<file path="src/rtl/conv_pkg.sv">
package conv_pkg;

    typedef enum logic {
        MODE_RAMP = 1'b0,
        MODE_SAR  = 1'b1
    } conv_mode_e;

    typedef enum logic {
        ST_IDLE  = 1'b0,
        ST_TRIAL = 1'b1
    } conv_state_e;

endpackage

</file>
<file path="src/rtl/conv_sync.sv">
module conv_sync #(
    parameter int unsigned STAGES = 2
) (
    input  logic clk_i,
    input  logic rst_ni,
    input  logic async_i,
    output logic sync_o
);
    logic [STAGES-1:0] sh_d, sh_q;

    always_comb begin
        sh_d = {sh_q[STAGES-2:0], async_i};
    end

    always_ff @(posedge clk_i or negedge rst_ni) begin
        if (!rst_ni) sh_q <= '0;
        else         sh_q <= sh_d;
    end

    assign sync_o = sh_q[STAGES-1];
endmodule

</file>
<file path="src/rtl/conv_settle_timer.sv">
module conv_settle_timer #(
    parameter int unsigned HOLD = 4
) (
    input  logic clk_i,
    input  logic rst_ni,
    input  logic load_i,
    output logic expired_o
);
    localparam int unsigned CW = $clog2(HOLD + 1);

    logic [CW-1:0] cnt_d, cnt_q;

    always_comb begin
        cnt_d = cnt_q;
        if (load_i)            cnt_d = CW'(HOLD);
        else if (cnt_q != '0)  cnt_d = cnt_q - 1'b1;
    end

    always_ff @(posedge clk_i or negedge rst_ni) begin
        if (!rst_ni) cnt_q <= '0;
        else         cnt_q <= cnt_d;
    end

    assign expired_o = (cnt_q == '0);

    // the hold counter never leaves its programmed window
    p_timer_bound_r7: assert property (@(posedge clk_i) disable iff (!rst_ni)
        cnt_q <= CW'(HOLD));
endmodule

</file>
<file path="src/rtl/conv_code_step.sv">
module conv_code_step
    import conv_pkg::*;
#(
    parameter int unsigned WIDTH = 16
) (
    input  conv_mode_e       mode_i,
    input  logic [WIDTH-1:0] code_i,
    input  logic [WIDTH-1:0] mask_i,
    input  logic             cmp_i,
    output logic [WIDTH-1:0] nxt_code_o,
    output logic [WIDTH-1:0] nxt_mask_o,
    output logic             finish_o,
    output logic [WIDTH-1:0] res_o,
    output logic             over_o
);
    localparam logic [WIDTH-1:0] ALL1 = '1;

    logic [WIDTH-1:0] kept;
    assign kept = cmp_i ? code_i : (code_i & ~mask_i);

    always_comb begin
        nxt_code_o = code_i;
        nxt_mask_o = mask_i;
        finish_o   = 1'b0;
        res_o      = code_i;
        over_o     = 1'b0;
        if (mode_i == MODE_RAMP) begin
            if (!cmp_i) begin
                finish_o = 1'b1;
            end else if (code_i == ALL1) begin
                finish_o = 1'b1;
                over_o   = 1'b1;
            end else begin
                nxt_code_o = code_i + 1'b1;
            end
        end else begin
            res_o = kept;
            if (mask_i[0]) begin
                finish_o = 1'b1;
            end else begin
                nxt_mask_o = mask_i >> 1;
                nxt_code_o = kept | (mask_i >> 1);
            end
        end
    end
endmodule

</file>
<file path="src/rtl/ramp_sar_conv.sv">
module ramp_sar_conv
    import conv_pkg::*;
#(
    parameter int unsigned WIDTH         = 16,
    parameter int unsigned SETTLE_CYCLES = 2,
    parameter int unsigned SYNC_STAGES   = 2
) (
    input  logic             clk_i,
    input  logic             rst_ni,
    input  logic             start_i,
    input  logic             mode_i,
    output logic [WIDTH-1:0] code_o,
    input  logic             cmp_i,
    output logic [WIDTH-1:0] result_o,
    output logic             over_o,
    output logic             done_o
);
    localparam int unsigned HOLD = SETTLE_CYCLES + SYNC_STAGES;
    localparam int unsigned TW   = WIDTH + 1;
    localparam logic [WIDTH-1:0] MSB = {1'b1, {(WIDTH-1){1'b0}}};

    typedef struct packed {
        conv_state_e      state;
        conv_mode_e       mode;
        logic [WIDTH-1:0] code;
        logic [WIDTH-1:0] mask;
        logic [WIDTH-1:0] result;
        logic             over;
        logic             done;
        logic [TW-1:0]    tests;
    } regs_t;

    regs_t s_d, s_q;
    logic  cmp_sync, tmr_load, tmr_expired;
    logic  st_finish, st_over;
    logic [WIDTH-1:0] st_code, st_mask, st_res;

    conv_sync #(.STAGES(SYNC_STAGES)) u_sync (
        .clk_i   (clk_i),
        .rst_ni  (rst_ni),
        .async_i (cmp_i),
        .sync_o  (cmp_sync)
    );

    conv_settle_timer #(.HOLD(HOLD)) u_timer (
        .clk_i     (clk_i),
        .rst_ni    (rst_ni),
        .load_i    (tmr_load),
        .expired_o (tmr_expired)
    );

    conv_code_step #(.WIDTH(WIDTH)) u_step (
        .mode_i     (s_q.mode),
        .code_i     (s_q.code),
        .mask_i     (s_q.mask),
        .cmp_i      (cmp_sync),
        .nxt_code_o (st_code),
        .nxt_mask_o (st_mask),
        .finish_o   (st_finish),
        .res_o      (st_res),
        .over_o     (st_over)
    );

    always_comb begin
        s_d      = s_q;
        s_d.done = 1'b0;
        tmr_load = 1'b0;
        unique case (s_q.state)
            ST_IDLE: begin
                if (start_i) begin
                    s_d.mode  = conv_mode_e'(mode_i);
                    s_d.code  = (conv_mode_e'(mode_i) == MODE_SAR) ? MSB : '0;
                    s_d.mask  = MSB;
                    s_d.tests = '0;
                    s_d.state = ST_TRIAL;
                    tmr_load  = 1'b1;
                end
            end
            ST_TRIAL: begin
                if (tmr_expired) begin
                    s_d.tests = s_q.tests + 1'b1;
                    if (st_finish) begin
                        s_d.result = st_res;
                        s_d.over   = st_over;
                        s_d.done   = 1'b1;
                        s_d.state  = ST_IDLE;
                    end else begin
                        s_d.code = st_code;
                        s_d.mask = st_mask;
                        tmr_load = 1'b1;
                    end
                end
            end
            default: s_d.state = ST_IDLE;
        endcase
    end

    always_ff @(posedge clk_i or negedge rst_ni) begin
        if (!rst_ni) s_q <= '0;
        else         s_q <= s_d;
    end

    assign code_o   = s_q.code;
    assign result_o = s_q.result;
    assign over_o   = s_q.over;
    assign done_o   = s_q.done;

    // ramp trial codes only hold or climb by one
    p_ramp_step_r2: assert property (@(posedge clk_i) disable iff (!rst_ni)
        (s_q.state == ST_TRIAL && $past(s_q.state) == ST_TRIAL && s_q.mode == MODE_RAMP)
        |-> (code_o == $past(code_o) || code_o == WIDTH'($past(code_o) + 1'b1)));

    // the overrange flag only accompanies an all-ones result
    p_over_full_r4: assert property (@(posedge clk_i) disable iff (!rst_ni)
        over_o |-> (result_o == '1));

    // an accepted binary-search start presents the top bit alone
    p_sar_first_r5: assert property (@(posedge clk_i) disable iff (!rst_ni)
        (s_q.state == ST_IDLE && start_i && mode_i == 1'b1) |=> (code_o == MSB));

    // exactly one bit is under test, and a binary search ends after WIDTH tests
    p_mask_onehot_r6: assert property (@(posedge clk_i) disable iff (!rst_ni)
        $onehot0(s_q.mask));
    p_sar_tests_r6: assert property (@(posedge clk_i) disable iff (!rst_ni)
        (done_o && s_q.mode == MODE_SAR) |-> (s_q.tests == TW'(WIDTH)));

    // completion is a single-cycle pulse, and results move only with it
    p_done_pulse_r8: assert property (@(posedge clk_i) disable iff (!rst_ni)
        done_o |=> !done_o);
    p_result_hold_r8: assert property (@(posedge clk_i) disable iff (!rst_ni)
        !done_o |-> ($stable(result_o) && $stable(over_o)));

    // a start during a conversion does not disturb its mode
    p_busy_start_r9: assert property (@(posedge clk_i) disable iff (!rst_ni)
        (s_q.state == ST_TRIAL && start_i) |=> (s_q.mode == $past(s_q.mode)));
endmodule

</file>
<file path="config.mk">
export PLATFORM = sky130hd
export DESIGN_NAME = ramp_sar_conv
export DESIGN_NICKNAME = d
export VERILOG_FILES = /design/src/rtl/conv_pkg.sv /design/src/rtl/conv_sync.sv /design/src/rtl/conv_settle_timer.sv /design/src/rtl/conv_code_step.sv /design/src/rtl/ramp_sar_conv.sv
export SDC_FILE = /design/constraint.sdc
export NUM_CORES = 1
export LEC_CHECK = 0
export BUFFER_PORTS_ARGS = -buffer_cell sky130_fd_sc_hd__buf_2
export CORE_MARGIN = 5
export CORE_UTILIZATION = 60
export CTS_CLUSTER_DIAMETER = 60
export CTS_CLUSTER_SIZE = 25
export DETAILED_ROUTE_END_ITERATION = 12
export MAX_ROUTING_LAYER = met4
export PLACE_DENSITY = 0.79
export REMOVE_ABC_BUFFERS = 1
export SYNTH_ARGS = -nofsm -noshare
export SYNTH_HDL_FRONTEND = slang
export SYNTH_SLANG_ARGS = --single-unit
</file>
<file path="constraint.sdc">
create_clock -name clk_i -period 3.7 [get_ports clk_i]
set_input_delay 0.74 -clock clk_i [delete_from_list [all_inputs] [get_ports clk_i]]
set_output_delay 0.74 -clock clk_i [all_outputs]
set_load 0.03 [all_outputs]
</file>
## After elaboration in Yosys (flattened, before gate mapping)

Index checks and enable logic that the tools add are counted.

| cells by class | value |
|---|---|
| add/sub/neg operators | 3 |
| multiply operators | 0 |
| div/mod/pow operators | 0 |
| order comparisons | 0 |
| equality and inequality tests | 9 |
| shift-type cells | 0 |
| muxes and demuxes | 31 |
| bitwise logic cells | 4 |
| reductions and logical operators | 9 |

Operators with widths:

| kind | number |
|---|---|
| $mux 16 | 9 |
| $mux 67 | 1 |
| $pmux 32 s2 | 1 |
| $mux 34 | 1 |
| $pmux 17 s2 | 1 |
| $mux 32 | 1 |
| $mux 18 | 1 |
| $add 17x1->17 const B | 1 |
| $mux 17 | 1 |
| $add 16x1->16 const B | 1 |
| $and 16x16->16 | 1 |
| $eq 16x16->1 const B | 1 |
| $not 16->16 | 1 |
| $or 16x15->16 | 1 |
| $mux 1 | 11 |
| $ne 2x2->1 const B | 4 |
| $mux 3 | 2 |
| $ne 3x3->1 const B | 2 |
| $reduce_and 6->1 | 1 |
| $reduce_and 5->1 | 1 |
| $pmux 1 s2 | 2 |
| $reduce_and 2->1 | 2 |
| $reduce_and 4->1 | 1 |
| $logic_not 3->1 | 1 |
| other kinds (7) | 7 |

| word-level totals | value |
|---|---|
| register bits after elaboration | 74 |
| bits in latches | 0 |
| bits in writable memories | 0 |
| bits in read-only memories | 0 |
| bits of input ports | 5 |
| output and inout bits | 34 |
| word-level logic and storage cells | 67 |
| memories | 0 |

## Logic depth before layout (Yosys ltp)

| depth | value |
|---|---|
| depth after elaboration | 9 |
| mapped depth | 9 |

## Cells and area by module

Synthesis repeated with hierarchy kept, for this count alone.

| second synthesis, totals | value |
|---|---|
| cell total of the unflattened synthesis | 439 |
| area, all modules | 4,410.5 um^2 |

Modules (own cells, without submodules):

| module | times used | cells each | area each (um^2) | seq. area each (um^2) |
|---|---|---|---|---|
| ramp_sar_conv | 1 | 227 | 3,041.7 | 1,301.2 |
| conv_code_step | 1 | 194 | 1,134.8 | 0.0 |
| conv_settle_timer | 1 | 16 | 183.9 | 75.1 |
| conv_sync | 1 | 2 | 50.0 | 50.0 |

## Worst setup path before layout

Ideal clock, no wire load.

| path | value |
|---|---|
| kind | register to register |
| start | register s_q, in the netlist code_o[0] |
| end | register s_q, in the netlist code_o[15] |
| setup time | 80 ps |
| arrival | 1,841 ps |
| required time | 3,620 ps |
| slack | 1,779 ps |
| cell stages (with the launch flop) | 8 |
| period minus slack after synthesis | 1,921 ps |
| cell sequence | dfrtp_1 > ha_1 > nand3_1 > nor4_4 > o21ai_1 > buf_2 > a21boi_0 > o211ai_2 |

| on the way | value |
|---|---|
| cells in the longest elaborated chain, start to end | 7 |
| elaborated cells between the ends (all ways) | 14 |
| classes of those cells | add/sub: 1; eq/ne: 3; mux: 9; reduce/logical: 1 |

Ends and longest elaborated chain:

| item | RTL line | source |
|---|---|---|
| start: declaration | ramp_sar_conv.sv:33 | `regs_t s_d, s_q;` |
| start signal: assignment | ramp_sar_conv.sv:99 | `if (!rst_ni) s_q <= '0;` |
| start signal: assignment | ramp_sar_conv.sv:100 | `else s_q <= s_d;` |
| $add 16x1->16 | conv_code_step.sv:34 | `nxt_code_o = code_i + 1'b1;` |
| $mux 16 | conv_code_step.sv:30 | `end else if (code_i == ALL1) begin` |
| $mux 16 | conv_code_step.sv:28 | `if (!cmp_i) begin` |
| $mux 16 | conv_code_step.sv:27 | `if (mode_i == MODE_RAMP) begin` |
| $mux 32 | ramp_sar_conv.sv:82 | `if (st_finish) begin` |
| $mux 67 | ramp_sar_conv.sv:80 | `if (tmr_expired) begin` |
| $pmux 32 s2 | ramp_sar_conv.sv:68 | `unique case (s_q.state)` |

Parallel ways exist; a longest one is shown, timed or not. The select of a mux whose other input is x is not followed.
A chain may end at the register's enable or synchronous reset.

## Worst setup path after layout

| path | value |
|---|---|
| start | register u_timer.cnt_q[0] |
| end | register s_q, in the netlist code_o[4] |

| on the way | value |
|---|---|
| cells in the longest elaborated chain, start to end | 3 |

Ends and longest elaborated chain:

| item | RTL line | source |
|---|---|---|
| start: declaration | conv_settle_timer.sv:11 | `logic [CW-1:0] cnt_d, cnt_q;` |
| start signal: assignment | conv_settle_timer.sv:21 | `else cnt_q <= cnt_d;` |
| $logic_not 3->1 | conv_settle_timer.sv:24 | `assign expired_o = (cnt_q == '0);` |
| $ne 2x1->1 (no line) | - |  |
| $reduce_and 6->1 (no line) | - |  |

Every way passes these cells.

==> tab_implementation.tex <==
\begin{tabular}{lr}
\hline
Metric & Value \\
\hline
\multicolumn{2}{l}{\textbf{Place}} \\
\quad Number of placed instances with taps included & between 400 and 500 \\
\quad RePlAce Congestion & 0.916 \\
\quad Final HPWL DP & 4780 um \\
\quad Count of buffers inserted at the top-level ports & 38 \\
\multicolumn{2}{l}{\textbf{Setup path}} \\
\quad Critical path, cell by cell & inv\_1 -> ha\_1 -> nor4bb\_2 -> buf\_4 -> a21oi\_1 -> o21a\_1 -> a31oi\_1 -> o21ai\_0 \\
\quad Gate family responsible for the most delay along the worst path & compound AO/OA/AOI/OAI gates \\
\quad Classification of the worst setup path & reg2reg \\
\quad Crit path launch type & flip-flop \\
\quad Required time at the endpoint of the critical path & 3.95 ns \\
\quad Arrival time of data at the critical path endpoint & 2.73 ns \\
\quad Slowest Stage Delay on Critical Path & 0.54 ns \\
\quad Sum of buffers and inverters on the critical path & 2 \\
\quad CP Capture Type & flip-flop \\
\quad Highest-delay cell along the critical path & a21oi\_1 \\
\quad Crit path max fanout & 16 \\
\multicolumn{2}{l}{\textbf{STA}} \\
\quad Relative slew slack & 48.5\% \\
\quad Worst-margin pin slew & about 0.77 ns \\
\quad Sum of negative setup slack & 0 ns \\
\quad Max-slew violation total from the final report & 0 \\
\quad Final Setup Violations & 0 \\
\quad Final worst-path cycle share & 67.1\% \\
\quad Count of final hold-check violations & 0 \\
\quad Setup Skew & 0.00802 ns \\
\quad Setup repair after global routing missed its margin & no \\
\quad Post-layout min period & about 2.5 ns \\
\quad Highest attainable clock frequency & a little over 400 MHz \\
\multicolumn{2}{l}{\textbf{Global routing}} \\
\quad Vias in the first global route & 2535 \\
\quad Number of antenna violations at the first check in global routing & 0 \\
\quad Aggregate global-route resource usage & 22.7\% \\
\quad GRT Residual Overflow & 0 \\
\quad First-pass GRT wire length & 12400 um \\
\quad Met2 Usage GRT & 34.7\% \\
\quad Maximum number of pins on one net before global-route repair & 36 \\
\quad Layer with the highest usage & met2 \\
\quad Met3 Usage GRT & a little over 4\% \\
\quad M1 GR Usage & 30.1\% \\
\multicolumn{2}{l}{\textbf{CTS}} \\
\quad Clock network latency to the later pin of the worst-skew pair & 0.34 ns \\
\quad Hold buffer count at CTS & 0 \\
\quad Clock-pin transition on the worst setup and hold timing paths & 0.06 ns \\
\quad Post-CTS setup-driven buffer insertion count & 0 \\
\quad Cts repair resizes & 0 \\
\quad Buffer depth of the longest clock path & 2 \\
\quad Clock tree from TritonCTS & built \\
\quad Deepest level of the CTS H-tree & 3 \\
\quad Buffer type at the clock tree root & clkbuf\_8 \\
\quad Number of buffers created by CTS & 9 \\
\quad CTS sink cnt & 57 \\
\multicolumn{2}{l}{\textbf{Min path}} \\
\quad Worst hold-check path type & reg2reg \\
\multicolumn{2}{l}{\textbf{Floorplan}} \\
\quad Initial Util & 62.4\% \\
\quad Core Footprint & 5170 um2 \\
\quad Die extent in y & approximately 83 um \\
\quad \# IOs & 39 \\
\quad Total Die Area & 6940 um2 \\
\quad Die Wd & 83.3 um \\
\quad Cell row count & 26 \\
\multicolumn{2}{l}{\textbf{Synth}} \\
\quad Gate Count Post-Synth & 388 \\
\quad Post-synthesis sequential element count & 57 \\
\quad Portion of the post-synthesis area used by sequential elements & 44.2\% \\
\quad Post-synthesis instance area & about 3200 um2 \\
\quad Share of the synthesized area in the top cell type & 44.2\% \\
\quad Leading register cell type out of synthesis & dfrtp\_1 \\
\quad Average cell area after synthesis & 8.32 um2 \\
\quad Number of enable-type register cells in the synthesized netlist & 0 \\
\quad Syn. warnings & 0 \\
\quad Most common cell in the netlist & nand2\_1 \\
\quad Most instantiated cells after synthesis & 70 x nand2\_1, 57 x dfrtp\_1, 39 x o21ai\_0, 33 x buf\_4, 28 x nand3\_1 \\
\quad Count of cell types in the netlist & 46 \\
\quad Biggest area contributors in the synthesized netlist & dfrtp\_1 44\%, nand2\_1 8.1\%, buf\_4 7.7\% \\
\quad Largest area contributor in the synthesized netlist & dfrtp\_1 \\
\quad Share of synthesized flip-flops with an asynchronous set or reset & 100\% \\
\multicolumn{2}{l}{\textbf{Power}} \\
\quad Power density of the placed cells & $\sim$800 nW/um2 \\
\quad Sw Ratio & 46.7\% \\
\quad Static Leakage & 1.53 nW \\
\quad Part of the power in registers & 36.9\% \\
\quad Cell Int Power & $\sim$1.4 mW \\
\quad Proportion of power drawn by combinational gates & 44.1\% \\
\quad Worst IR Drop VDD & roughly 0.43 mV \\
\quad Net switching power & 1.27 mW \\
\quad Clk network pwr share & a little under a fifth \\
\multicolumn{2}{l}{\textbf{Finish}} \\
\quad Non-filler instance count after layout & around 460 \\
\quad Share of final-layout standard cells stronger than drive strength 1 & 16.5\% \\
\quad Synthesis-to-finish area growth & 4.96\% \\
\quad Layout Nets & 397 \\
\quad Count of inserted antenna diode cells & 0 \\
\multicolumn{2}{l}{\textbf{Drt}} \\
\quad Overall via count from detail\_route & about 2.7k \\
\quad Detail Route Antenna Nets & 0 \\
\quad Number of remaining DRC errors & 0 \\
\quad Vias per std cell & 5.78 \\
\quad Count of routing violations after the opening detailed-route iteration & 240 \\
\quad Router iterations before antenna repair & 5 \\
\quad Post-DR wirelength/cell & between 15 and 20 um \\
\quad Total wirelength of the detailed-routed design & 7100 um \\
\multicolumn{2}{l}{\textbf{Run status}} \\
\quad Result of the run & complete, no violations \\
\multicolumn{2}{l}{\textbf{Flow run}} \\
\quad \# Max-Cap Violations & 0 \\
\hline
\end{tabular}
cell families after synthesis:
kind of cell / Yosys count / synth area share, %
AND/OR/NAND/NOR: 152 / 22.6
buffers and inverters: 73 / 12.7
multiplexers: 3 / 0.931
adder cells (fa/ha/maj): 3 / 1.16
flip-flops: 57 / 44.2
AO/OA/AOI/OAI: 97 / 17.6
XOR/XNOR: 3 / 0.814
final cells by class:
type,instances,area (um2)
Fill cell,460,1790
Sequential cell,57,1430
Multi-Input combinational cell,258,1400
Timing Repair Buffer,43,228
Clock buffer,13,159
Tap cell,70,87.6
Inverter,20,75.1
Clock inverter,3,15.0
power by group through the flow:
stage	registers, mW	logic [mW]	clock network [mW]
6_report	1.00	1.20	0.518
5_1_grt	1.04	1.32	0.564
4_1_cts	0.999	1.20	0.528
3_5_place_dp	1.01	1.20	0
3_3_place_gp	1.00	1.17	0
2_1_floorplan	1.23	0.579	0
worst reg2reg max path, cell delays in order, from the launching register on:
cell and delay (ns):
dfrtp_1 0.36, inv_1 0.07, ha_1 0.24, nor4bb_2 0.18, buf_4 0.21, a21oi_1 0.55
o21a_1 0.49, a31oi_1 0.07, o21ai_0 0.23
per-stage QoR:
step / hold slack [ns] / setup slack [ns] / util [%] / cell area, um2 / power, mW
after global placement: 0.334 / 1.29 / 62.1 / 3210 / 2.17
after CTS: 0.354 / 1.22 / 65.5 / 3390 / 2.73
after floorplan: 0.331 / 0.577 / - / 2890 / 1.81
after global routing: 0.368 / 1.08 / 65.5 / 3390 / 2.92
after detailed placement: 0.340 / 1.22 / 62.1 / 3210 / 2.20
final: 0.351 / 1.22 / 65.5 / 3390 / 2.72
registers in the layout (all words and copies together) (netlist names):
signal and flops:
over_o 1, s_q 18, u_sync.sh_q 2, u_timer.cnt_q 3
done_o 1, code_o 16, result_o 16
cells in the final DEF (no fill, tap or decap), types with 2 or more instances in the layout:
cell type / instances
o21ai_0: 39
nor2b_1: 3
nand2b_1: 3
clkinv_2: 3
a211oi_1: 2
inv_1: 20
nand3_1: 28
nor3_1: 7
xor2_1: 2
clkbuf_1: 2
buf_4: 5
nand2_1: 70
buf_2: 38
a21oi_1: 13
dfrtp_1: 57
nand3b_1: 3
a31oi_1: 10
ha_1: 3
a21boi_0: 2
mux2i_1: 3
clkbuf_8: 11
nand4_1: 6
o21a_1: 2
nor2_1: 21
o21ai_1: 16
o31ai_1: 2
o211ai_1: 2
and3_1: 3
worst paths after layout:
path / cells after the start / startpoint / end / slack (ns)
min reg2reg: 0 / u_sync.sh_q[0]$_DFF_PN0_ / u_sync.sh_q[1]$_DFF_PN0_ / 0.35
max: 8 / u_timer.cnt_q[0]$_DFFE_PN0P_ / code_o[4]$_DFFE_PN0P_ / 1.22
min in group asynchronous: 1 / rst_ni / result_o[8]$_DFFE_PN0P_ / 0.37
min: 0 / u_sync.sh_q[0]$_DFF_PN0_ / u_sync.sh_q[1]$_DFF_PN0_ / 0.35
max reg2reg: 8 / u_timer.cnt_q[0]$_DFFE_PN0P_ / code_o[4]$_DFFE_PN0P_ / 1.22
max in group asynchronous: 2 / rst_ni / u_timer.cnt_q[0]$_DFFE_PN0P_ / 2.48
per-layer routing:
layer  routed length, um  vias to the layer above
met5                   0                        -
met4                 150                        0
met3                 474                       16
met2                3250                       98
met1                3220                     1263
li1                    -                     1307
Note: power is estimated with default switching activity, not from simulation.
